**src/rtl/otg_pwr_pkg.sv**
```systemverilog
package otg_pwr_pkg;

    typedef enum logic [2:0] {
        ST_RUN        = 3'd0,
        ST_ENTER_PD   = 3'd1,
        ST_POWER_DOWN = 3'd2,
        ST_WAIT_CLK   = 3'd3,
        ST_RESUME     = 3'd4
    } pwr_state_t;

endpackage

```
**src/rtl/otg_sync2.sv**
```systemverilog
// Two-flop synchroniser, one chain per bit.
module otg_sync2 #(
    parameter int WIDTH = 1
) (
    input  logic             clk,
    input  logic             rst_n,
    input  logic [WIDTH-1:0] async_in,
    output logic [WIDTH-1:0] sync_out
);
    for (genvar g = 0; g < WIDTH; g++) begin : g_bit
        logic meta_q;
        logic sync_q;
        always_ff @(posedge clk or negedge rst_n) begin
            if (!rst_n) begin
                meta_q <= 1'b0;
                sync_q <= 1'b0;
            end else begin
                meta_q <= async_in[g];
                sync_q <= meta_q;
            end
        end
        assign sync_out[g] = sync_q;
    end
endmodule

```
**src/rtl/otg_chg_det.sv**
```systemverilog
// Flags a level change of either polarity on any synchronised line.
module otg_chg_det #(
    parameter int WIDTH = 1
) (
    input  logic             clk,
    input  logic             rst_n,
    input  logic [WIDTH-1:0] level,
    output logic             any_change
);
    logic [WIDTH-1:0] prev_q;
    logic [WIDTH-1:0] diff;

    always_ff @(posedge clk or negedge rst_n) begin
        if (!rst_n) prev_q <= '0;
        else        prev_q <= level;
    end

    for (genvar g = 0; g < WIDTH; g++) begin : g_diff
        assign diff[g] = level[g] ^ prev_q[g];
    end

    assign any_change = |diff;
endmodule

```
**src/rtl/otg_wait_timer.sv**
```systemverilog
// Counts cycles while run is high; expired marks the last allowed cycle.
module otg_wait_timer #(
    parameter int CNT_W = 8
) (
    input  logic             clk,
    input  logic             rst_n,
    input  logic             run,
    input  logic [CNT_W-1:0] limit,
    output logic             expired
);
    localparam logic [CNT_W-1:0] CNT_MAX = {CNT_W{1'b1}};

    logic [CNT_W-1:0] cnt_q;
    logic [CNT_W:0]   cnt_plus;

    always_ff @(posedge clk or negedge rst_n) begin
        if (!rst_n)              cnt_q <= '0;
        else if (!run)           cnt_q <= '0;
        else if (cnt_q != CNT_MAX) cnt_q <= cnt_q + 1'b1;
    end

    assign cnt_plus = {1'b0, cnt_q} + 1'b1;
    assign expired  = run && (cnt_plus >= {1'b0, limit});
endmodule

```
**src/rtl/otg_pwr_fsm.sv**
```systemverilog
module otg_pwr_fsm
    import otg_pwr_pkg::*;
(
    input  logic       clk,
    input  logic       rst_n,
    input  logic       session_active,
    input  logic       evt_change,
    input  logic       sw_wake,
    input  logic       clk_ok,
    input  logic       wait_expired,
    input  logic       irq_en,
    output logic       in_wait,
    output logic       suspend,
    output logic       pll_on,
    output logic       osc_on,
    output logic       cp_on,
    output logic       irq
);
    pwr_state_t state_q;
    pwr_state_t state_d;

    always_comb begin
        state_d = state_q;
        unique case (state_q)
            ST_RUN:        if (!session_active)         state_d = ST_ENTER_PD;
            ST_ENTER_PD:                                state_d = ST_POWER_DOWN;
            ST_POWER_DOWN: if (evt_change || sw_wake)   state_d = ST_WAIT_CLK;
            ST_WAIT_CLK: begin
                if (clk_ok)            state_d = ST_RESUME;
                else if (wait_expired) state_d = ST_POWER_DOWN;
            end
            ST_RESUME:                                  state_d = ST_RUN;
            default:                                    state_d = ST_RUN;
        endcase
    end

    always_ff @(posedge clk or negedge rst_n) begin
        if (!rst_n) state_q <= ST_RUN;
        else        state_q <= state_d;
    end

    always_comb begin
        suspend = 1'b0;
        pll_on  = 1'b1;
        osc_on  = 1'b1;
        cp_on   = 1'b1;
        irq     = 1'b0;
        in_wait = 1'b0;
        unique case (state_q)
            ST_RUN: ;
            ST_ENTER_PD: suspend = 1'b1;
            ST_POWER_DOWN: begin
                suspend = 1'b1;
                pll_on  = 1'b0;
                osc_on  = 1'b0;
                cp_on   = 1'b0;
            end
            ST_WAIT_CLK: begin
                suspend = 1'b1;
                cp_on   = 1'b0;
                in_wait = 1'b1;
            end
            ST_RESUME: irq = irq_en;
            default: ;
        endcase
    end
endmodule

```
**src/rtl/otg_pwr_sequencer.sv**
```systemverilog
module otg_pwr_sequencer #(
    parameter int N_EVT = 3,
    parameter int CNT_W = 8
) (
    input  logic             clk_slow,
    input  logic             rst_n,
    input  logic             session_active,
    input  logic [N_EVT-1:0] otg_evt,
    input  logic             sw_wake,
    input  logic             clk_stable,
    input  logic             wake_irq_en,
    input  logic [CNT_W-1:0] stable_timeout,
    output logic             hc_suspend,
    output logic             dc_suspend,
    output logic             pll_en,
    output logic             osc_en,
    output logic             cp_en,
    output logic             wake_irq
);
    logic [N_EVT-1:0] evt_sync;
    logic             evt_change;
    logic             stable_sync;
    logic             in_wait;
    logic             wait_expired;
    logic             suspend;

    otg_sync2 #(.WIDTH(N_EVT)) u_evt_sync (
        .clk      (clk_slow),
        .rst_n    (rst_n),
        .async_in (otg_evt),
        .sync_out (evt_sync)
    );

    otg_chg_det #(.WIDTH(N_EVT)) u_evt_chg (
        .clk        (clk_slow),
        .rst_n      (rst_n),
        .level      (evt_sync),
        .any_change (evt_change)
    );

    otg_sync2 #(.WIDTH(1)) u_stable_sync (
        .clk      (clk_slow),
        .rst_n    (rst_n),
        .async_in (clk_stable),
        .sync_out (stable_sync)
    );

    otg_wait_timer #(.CNT_W(CNT_W)) u_timer (
        .clk     (clk_slow),
        .rst_n   (rst_n),
        .run     (in_wait),
        .limit   (stable_timeout),
        .expired (wait_expired)
    );

    otg_pwr_fsm u_fsm (
        .clk            (clk_slow),
        .rst_n          (rst_n),
        .session_active (session_active),
        .evt_change     (evt_change),
        .sw_wake        (sw_wake),
        .clk_ok         (stable_sync),
        .wait_expired   (wait_expired),
        .irq_en         (wake_irq_en),
        .in_wait        (in_wait),
        .suspend        (suspend),
        .pll_on         (pll_en),
        .osc_on         (osc_en),
        .cp_on          (cp_en),
        .irq            (wake_irq)
    );

    assign hc_suspend = suspend;
    assign dc_suspend = suspend;
endmodule

```
**config.mk**
```make
export PLATFORM = sky130hd
export DESIGN_NAME = otg_pwr_sequencer
export DESIGN_NICKNAME = d
export VERILOG_FILES = /design/src/rtl/otg_pwr_pkg.sv /design/src/rtl/otg_sync2.sv /design/src/rtl/otg_chg_det.sv /design/src/rtl/otg_wait_timer.sv /design/src/rtl/otg_pwr_fsm.sv /design/src/rtl/otg_pwr_sequencer.sv
export SDC_FILE = /design/constraint.sdc
export NUM_CORES = 1
export LEC_CHECK = 0
export ABC_AREA = 1
export BUFFER_PORTS_ARGS = -buffer_cell sky130_fd_sc_hd__buf_2
export CAP_MARGIN = 10
export CORE_ASPECT_RATIO = 0.7
export CORE_UTILIZATION = 30
export CTS_BUF_LIST = sky130_fd_sc_hd__clkbuf_2
export CTS_CLUSTER_DIAMETER = 100
export DETAILED_ROUTE_END_ITERATION = 8
export SYNTH_ARGS = -nofsm -noshare
export SYNTH_HDL_FRONTEND = slang
export SYNTH_SLANG_ARGS = --single-unit
```
**constraint.sdc**
```tcl
create_clock -name clk_slow -period 2.7 [get_ports clk_slow]
set_input_delay 0.405 -clock clk_slow [delete_from_list [all_inputs] [get_ports clk_slow]]
set_output_delay 0.405 -clock clk_slow [all_outputs]
set_load 0.1 [all_outputs]
```
# Word-level counts from Yosys, hierarchy flattened
# Index checks and enable logic that the tools add are counted.
# Widths: inputs -> output; s select.
classes:
  reduce_logical: 7
  bitwise_logic: 3
  magnitude_cmp: 1
  eq_ne: 9
  mux: 12
  n_addsub: 2
op_table:
  columns: ["cell", "count"]
  rows:
  - ["$mux 8", 2]
  - ["$mux 3", 4]
  - ["$pmux 3 s4", 1]
  - ["$add 8x1->9 const B", 1]
  - ["$ge 9x8->1", 1]
  - ["$add 8x1->8 const B", 1]
  - ["$ne 8x8->1 const B", 1]
  - ["$eq 3x2->1 const B", 2]
  - ["$reduce_or 3->1", 2]
  - ["$mux 1", 5]
  - ["$ne 2x2->1 const B", 2]
  - ["$eq 3x1->1 const B", 1]
  - ["$eq 3x3->1 const B", 1]
  - ["$logic_not 3->1", 1]
  - ["$ne 3x2->1 const B", 1]
  - ["$reduce_and 3->1", 1]
  - ["$xor 1x1->1", 3]
  - ["$ne 2x1->1 const B", 1]
  - ["$reduce_or 2->1", 1]
  - ["$logic_and 1x1->1", 1]
  - ["$logic_or 1x1->1", 1]
totals:
  output_inout_bits: 6
  reg_bits: 22
  input_bits: 17
  wordCells: 45

# Depth between registers and ports, before layout
# Gate-level depths: netlist of run 1.
logic_depth:
  depth_word: 6
  ltp_mapped: 13
  mapped_depth_nobuf: 13

# By module
# From an unflattened synthesis of run 1, not the netlist that was laid out.
hier_totals:
  hier_cells: 139
  hier_area_um2: 1199.9
modules_own_cells:
  columns: ["mod", "seq_area_each_um2", "n_inst", "cells_per_inst", "area_per_inst_um2"]
  rows:
  - ["otg_wait_timer", 200.2, 1, 84, 656.9]
  - ["otg_pwr_fsm", 75.1, 1, 28, 186.4]
  - ["otg_sync2 at u_evt_sync", 150.1, 1, 9, 172.7]
  - ["otg_chg_det", 75.1, 1, 15, 126.4]
  - ["otg_sync2 at u_stable_sync", 50.0, 1, 2, 50.0]
  - ["otg_pwr_sequencer", 0.0, 1, 1, 7.5]

# Worst setup path before layout of run 1
# Ideal clock, no wire load.
synth_timing:
  kind: "register to output"
  startpoint: "reg u_fsm.state_q[2]"
  endpoint: "out hc_suspend"
  required_time_ns: 2.295
  arrival_time_ns: 2.239
  stages_incl_launch_ff: 3
  slack_ns: 0.056
  path_buffers: 1
  path_cell_list: "dfrtp_1 -> nor2_1 -> buf_4"
synth_via:
  elab_chain_cells: 3
  elab_cells_between_ends: 5
  classes_between: "3 x eq/ne; 1 x mux; 1 x reduce/logical"
synth_rtl:
  columns: ["element", "line", "rtl"]
  rows:
  - ["start: declaration", "otg_pwr_fsm.sv:19", "pwr_state_t state_q;"]
  - ["start signal: assignment", "otg_pwr_fsm.sv:39", "else state_q <= state_d;"]
  - ["$eq 3x1->1 or $eq 3x2->1 (tied branches)", "otg_pwr_fsm.sv:49", "unique case (state_q)"]
  - ["$reduce_or 3->1 (no line) *", null, null]
  - ["$mux 1 *", "otg_pwr_fsm.sv:49", null]
  - ["end: declaration", "otg_pwr_sequencer.sv:13", "output logic hc_suspend,"]
# Mark *: on every way between the ends. The rest lies on a longest branch, timed or not.

# Worst setup path after layout of run 1
layout_timing:
  startpoint: "reg u_fsm.state_q[2]"
  endpoint: "out cp_en"
layout_via:
  elab_chain_cells: 3
  elab_cells_between_ends: 4
  classes_between: "2 x eq/ne; 1 x mux; 1 x reduce/logical"
layout_rtl:
  columns: ["element", "line", "rtl"]
  rows:
  - ["$eq 3x2->1", "otg_pwr_fsm.sv:49", null]
  - ["$reduce_or 2->1 (no line) *", null, null]
  - ["$mux 1 *", "otg_pwr_fsm.sv:49", null]
  - ["end: declaration", "otg_pwr_sequencer.sv:17", "output logic cp_en,"]
# Marks and branches as above.

==> impl_results.md, run 1 <==
- RSZ-0062 raised after global routing: false
- Cell variety after synth: 22
- Register area share after synthesis: 46.5%
- Hpwl dp: between 1500 and 2000 um
- Net Sw Frac: around 52%
- Io pins: 23
- R2r setup slk: approximately 620 ps
- Max incr delay on CP: 480 ps
- Sequential group share of total power: between 30% and 40%
- CTS root buf: clkbuf_2
- Clock buffer depth: 2
- Routability cong.: slightly above 0.8
- Skew final: roughly 2.6 ps
- Synth top area cells: dfrtp_1 (46%), ha_1 (9.5%), nand2_1 (9.2%)
- WL final: 2070 um
- Synth Instances: roughly 130
- CTS Buf Count: 3
- Pin count of the biggest net entering global routing: 23
- Worst hold endpoint: u_evt_sync.g_bit[1].meta_q
- Most common cell in the synthesized netlist: nand2_1
- Die H: about 55 um
- Worst Hold Class: in2reg
- Crit path kind: reg2out
- Internal Power: approximately 0.00061 W
- EDFF count, synth: 0
- CP Buf/Inv Count: 3
- Warnings from Yosys: 0
- TritonCTS clock tree: yes
- Fin. Hold Viols: 0
- Initial antenna violation count: 0
- Power per cell area: around 900 nW/um^2
- Initial Utilization: between 30% and 40%
- Worst-margin pin slew: ~500 ps
- Synth Flop Type: dfrtp_1
- Critical Path, Cell by Cell: or2_2, nor2_1, inv_1, nand2_1, inv_1, buf_2
- Die ar.: 4210 um^2
- Clock H-tree levels: 1
- Core Area: about 3600 um^2
- FF+latch count, synth: 22
- PortBufs: 22
- First-pass GRT wire length: ~3400 um
- DR iter-0 viols: 18
- Gr usage total: approximately 11%
- Leakage: a little under 0.8 nW
- Mean post-synth cell area: around 8.9 um^2
- Vias: between 800 and 900
- Worst Path Required: 2300 ps
- Slowest stage cell on the critical path: dfrtp_1
- Slew headroom: between 60% and 70%
- Worst Setup Start Kind: flop
- DR DRC count: 0
- P&R area growth vs syn: 18.0%
- WHS Path Cells: 1
- Dpl ws: about 650 ps
- CP Launch Point: u_fsm.state_q[2]
- Worst-path clk slew: 200 ps
- Delay-heaviest family, CP: simple AND/OR/NAND/NOR gates
- Drt first pass iters: 4
- Clock power share: roughly 18%
- Maximum fanout along the worst path: 4
- Setup TNS: 0 ps
- Placed cells: between 200 and 250
- Routed vias/inst: 4.18
- Worst reg2reg endpoint: u_fsm.state_q[0]
- Crit Reg-Reg Startpoint: u_timer.cnt_q[0]
- Share of post-route cells with drive strength above 1: between 20% and 30%
- Post-Syn Area: 1180 um^2
- Comb pwr share: 50.8%
- Status: completed
- Row count: 18
- # diodes: 0
- Leading area contributor after synthesis: dfrtp_1
- Worst EP arrival: 1740 ps
- DIE WIDTH: ~77 um
- VDD IR max: 600 uV
- Clk_lat worst skew: around 330 ps
- FFs w/ async S/R, synth: between 90% and 100%
- Sw Pwr: 0.000672 W
- Synthesized net count: approximately 160
- Period minus WS final: 2140 ps
- Vias in the first global route: approximately 800
- Final nets: 185
- CTS sink cnt: 22
- Final core occ: between 30% and 40%
- Yosys top cell area share: between 40% and 50%
- Final setup violation count: 0
- DR WL/cell: ~10 um
- Setup crit end kind: output pin
- Count of final max-slew check failures: 0
- Final critical-path share of the clock period: between 70% and 80%
- Gr ovfl total: 0
- Worst setup margin: 556 ps
- Final non-filler cell total: around 210
- R2R depth: 13
- Fmax: 0.467 GHz
- HP Start: otg_evt[1]
- Most frequent cells after synthesis: nand2_1 (29), inv_1 (23), dfrtp_1 (22)
- Antenna Violating Nets Remaining: 0
- Max cap viols: 0
- Crit path top cell by count: inv_1
[sequential cells by signal (all words and copies together) (netlist names)]
name,count
u_fsm.state_q,3
u_stable_sync.sync_out,1
u_stable_sync.g_bit.meta_q,1
u_timer.cnt_q,8
u_evt_sync.g_bit.meta_q,3
u_evt_sync.g_bit.sync_q,3
u_evt_chg.prev_q,3
[layout make-up]
cell class | count | area [um^2]
clock inverters | 1 | 30.0
flip-flops and latches | 22 | 551
well taps | 50 | 62.6
clock buffers | 3 | 15.0
repair buffers | 23 | 120
inverters | 25 | 93.8
multi-input cells | 84 | 526
fillers | 402 | 2250
[metrics by stage]
| step | instance area (um^2) | hold slack [ps] | power (W) |
|---|---|---|---|
| 2_1_floorplan | 1180 | 109 | 0.000977 |
| 3_3_place_gp | 1340 | 331 | 0.00106 |
| 3_5_place_dp | 1340 | 336 | 0.00106 |
| 4_1_cts | 1400 | 130 | 0.00130 |
| 5_1_grt | 1400 | 116 | 0.00136 |
| 6_report | 1400 | 155 | 0.00128 |
[repair_timing]
item / CTS / global route
buffers inserted: 0 / 0
gates resized for setup: 0 / 0
setup endpoints to repair: 0 / 0
hold buffers: 1 / 0
endpoints found under the hold margin: 22 / 0
[cells in the final DEF (no fill, tap or decap)]
| cell type | netlist | routed |
|---|---|---|
| xor2_1 | 5 | 5 |
| o21bai_2 | 1 | 1 |
| nor2_1 | 12 | 12 |
| and2_1 | 1 | 1 |
| nand2_1 | 29 | 29 |
| ha_1 | 9 | 9 |
| o21ai_1 | 3 | 3 |
| or2_2 | 2 | 2 |
| clkbuf_2 | 0 | 3 |
| inv_1 | 23 | 23 |
| dfrtp_1 | 22 | 22 |
| a21oi_1 | 2 | 2 |
| inv_2 | 2 | 2 |
| dlygate4sd3_1 | 0 | 1 |
| nand2_2 | 2 | 2 |
| o21ai_2 | 1 | 1 |
| nand4_1 | 2 | 2 |
| xnor2_1 | 1 | 1 |
| nor2_4 | 3 | 3 |
| nand3_2 | 3 | 3 |
| nor3_4 | 1 | 1 |
| buf_2 | 0 | 22 |
| o21a_1 | 1 | 1 |
| bufinv_16 | 0 | 1 |
| nand3_1 | 6 | 6 |
[metal layers]
layer	GRT usage (%)	wire length, um	vias to the layer above
met1	13.6	1040	399
li1	-	-	457
met3	1.50	50	4
met5	0	0	-
met4	7.55	46	0
met2	18.8	936	10
[worst max path at each step]
stage / to / slack [ps] / depth (start not counted)
after global routing: cp_en / 380 / 6
after CTS: cp_en / 520 / 6
after floorplan: hc_suspend / 60 / 2
after global placement: u_fsm.state_q[0] / 760 / 13
after detailed placement: u_fsm.state_q[0] / 650 / 13
final: cp_en / 560 / 6
[cell families (layout without fill, tap and decap cells)]
kind of cell             after synthesis  in the layout  share of synthesized area, %
AO/OA/AOI/OAI                          8              8                          4.44
XOR/XNOR                               6              6                          4.44
adder cells (fa/ha/maj)                9              9                          9.50
buffers and inverters                 27             52                          9.19
flip-flops                            22             22                          46.5
AND/OR/NAND/NOR                       61             61                          26.0
[power groups by stage]
stage | combinational, W | sequential, W | clock, W
finish | 0.000652 | 0.000401 | 0.000229
global route | 0.000704 | 0.000407 | 0.000251
CTS | 0.000659 | 0.000402 | 0.000239
detailed placement | 0.000656 | 0.000408 | 0
global placement | 0.000655 | 0.000405 | 0
floorplan | 0.000577 | 0.000400 | 0
Note: power is estimated with default switching activity, not from simulation.
==> run 2, diff against run 1 <==
Settings changed: ABC_AREA 1 to 0.
Clock period 2.7 ns to 1.85 ns, I/O delays scaled along.
==> impl_results.md, run 2 <==
- Status: complete, but fails checks
- Violated checks: negative setup slack
- Worst Path Required: 2050 ps
- CP Buf/Inv Count: 1
- Delay-heaviest family, CP: adder cells
- Placed cells: between 150 and 200
- FF+latch count, synth: 22
- Fmax: around 0.5 GHz
- FFs w/ async S/R, synth: between 90% and 100%
- Initial Utilization: about a third
- Synth Instances: 102
- CTS root buf: clkbuf_2
- VDD IR max: approximately 1300 uV
- Share of post-route cells with drive strength above 1: 39.6%
- Final non-filler cell total: between 150 and 200
- DIE WIDTH: between 70 and 80 um
- Largest reg by FF count: u_timer.cnt_q
- P&R area growth vs syn: 35.5%
- Crit path kind: reg2reg
- DR iter-0 viols: 27
- CTS Buf Count: 3
- HP Start: otg_evt[2]
- Period minus WS final: 1990 ps
- Max cap viols: 0
- Worst Setup Start Kind: flop
- Skew final: about 7.9 ps
- Worst-path clk slew: 200 ps
- Leakage: about 0.8 nW
- Critical Path, Cell by Cell: ha_2, and4_4, nand2_2, xor2_2, inv_2, ha_4, and4_1, o21ai_2, o221ai_2, o211ai_1
- Clock H-tree levels: 1
- Worst-margin pin slew: just under 500 ps
- Die ar.: between 3000 and 4000 um^2
- Hpwl dp: roughly 1600 um
- Clk_lat worst skew: between 300 and 400 ps
- Final critical-path share of the clock period: 108%
- Core Area: around 3500 um^2
- Most frequent cells after synthesis: dfrtp_1 (22), inv_1 (15), ha_1 (9)
- PortBufs: 22
- Most common cell in the synthesized netlist: dfrtp_1
- Worst Hold Class: in2reg
- Mean post-synth cell area: approximately 11 um^2
- Final Power: between 0.0015 and 0.002 W
- EDFF count, synth: 0
- Synthesized net count: 128
- Count of final max-slew check failures: 0
- DR WL/cell: 9.93 um
- Worst EP arrival: 2190 ps
- Worst setup margin: -143 ps
- Antenna Violating Nets Remaining: 0
- WL final: approximately 1900 um
- Fin. Hold Viols: 0
- Yosys top cell area share: between 40% and 50%
- Gr usage total: between 10% and 20%
- Final nets: around 170
- Row count: 18
- Clock power share: between 15 and 20%
- Gr ovfl total: 0
- Synth Flop Type: dfrtp_1
- Most frequent cells in the layout: dfrtp_1 (21), buf_2 (17), inv_1 (14)
- Most common cell after layout, fill and taps aside: dfrtp_1
- Slowest stage cell on the critical path: dfrtp_1
- Sw Pwr: between 0.0009 and 0.001 W
- CTS sink cnt: 22
- Setup crit end kind: flop
- Die H: 52.9 um
- Final setup violation count: 1
- Initial antenna violation count: 0
- Net Sw Frac: between 40% and 50%
- Post-Syn Area: 1110 um^2
- Maximum fanout along the worst path: 3
- Slew headroom: between 60% and 70%
- RSZ-0062 raised after global routing: true
- # diodes: 0
- Warnings from Yosys: 0
- Crit Reg-Reg Startpoint: u_timer.cnt_q[1]
- First-pass GRT wire length: 3170 um
- Sequential group share of total power: about 32%
- Cell variety after synth: 29
- Io pins: 23
- Leading area contributor after synthesis: dfrtp_1
- Clock buffer depth: 2
- CP Launch Point: u_timer.cnt_q[1]
- Power per cell area: 1260 nW/um^2
- R2r setup slk: -140 ps
- Pin count of the biggest net entering global routing: 23
- Comb pwr share: 50.6%
- Vias in the first global route: 752
- Max incr delay on CP: 420 ps
- Internal Power: 0.000979 W
- Routability cong.: just under 0.8
- Vias: about 820
- Register area share after synthesis: 49.5%
- TritonCTS clock tree: yes
- Drt first pass iters: 3
- Synth top area cells: dfrtp_1 (50%), ha_1 (10%), inv_1 (5.1%)
- Routed vias/inst: 4.31
- DR DRC count: 0
- Max reg flops: 8
run 2: routing by layer:
layer / wire, um / vias up / share of wire [%] / GRT usage (%)
li1: - / 414 / - / -
met1: 871 / 386 / 46 / 13.2
met3: 69 / 0 / 3.7 / 3.43
met2: 936 / 15 / 50 / 19.7
met4: 0 / 0 / 0 / 0.943
met5: 0 / - / 0 / 0
run 2: repair_timing:
item,in CTS,in global routing
hold buffers,1,1
pin swaps,2,1
buffers inserted,0,1
endpoints found under the hold margin,22,1
gates resized for setup,2,9
endpoints found under the setup margin,2,6
run 2: final cells by class:
cell class,instances,area (um^2)
Sequential cell,22,552
Clock inverter,1,30.0
Fill cell,352,2030
Clock buffer,3,15.0
Timing Repair Buffer,35,238
Inverter,15,56.3
Tap cell,50,62.6
Multi-Input combinational cell,63,552
run 2: stage by stage:
stage	setup WS [ps]	util (%)	TNS [ps]	hold slack, ps	cell area, um^2
after floorplan	-160	-	-160	-18.1	1150
after global placement	-138	39.4	-138	259	1390
after detailed placement	-228	39.4	-228	267	1390
after global routing	-308	42.6	-375	1.92	1510
after CTS	-241	41.2	-241	23.1	1460
final	-143	42.6	-143	55.8	1510
run 2: worst register-to-register path, stage by stage (launching register included):
cell,delay (ps)
dfrtp_1,420
ha_2,210
and4_4,220
nand2_2,60
xor2_2,160
inv_2,60
ha_4,260
and4_1,170
o21ai_2,60
o221ai_2,150
o211ai_1,100
run 2: logic make-up after synthesis:
logic type	synth area share, %
and+or+nand+nor	17.9
DFF	49.5
buffers and inverters	6.42
AOI/OAI and AO/OA	7.21
xor gates and xnor gates	7.88
adders and majority gates	10.1
muxes	0.901
run 2: final timing paths:
| path | to | cells past startpoint |
|---|---|---|
| setup / recovery | u_fsm.state_q[0] | 10 |
| hold / removal | u_evt_sync.g_bit[2].meta_q | 1 |
| setup reg to reg | u_fsm.state_q[0] | 10 |
| hold reg to reg | u_stable_sync.sync_out | 0 |
| max in group asynchronous | u_timer.cnt_q[2] | 2 |
| min in group asynchronous | u_fsm.state_q[1] | 2 |
run 2: power by group through the flow:
stage	registers [W]	clock network, W	logic, W
2_1_floorplan	0.000612	0	0.000803
3_3_place_gp	0.000617	0	0.000921
3_5_place_dp	0.000624	0	0.000930
4_1_cts	0.000618	0.000340	0.000938
5_1_grt	0.000628	0.000363	0.00102
6_report	0.000616	0.000323	0.000961
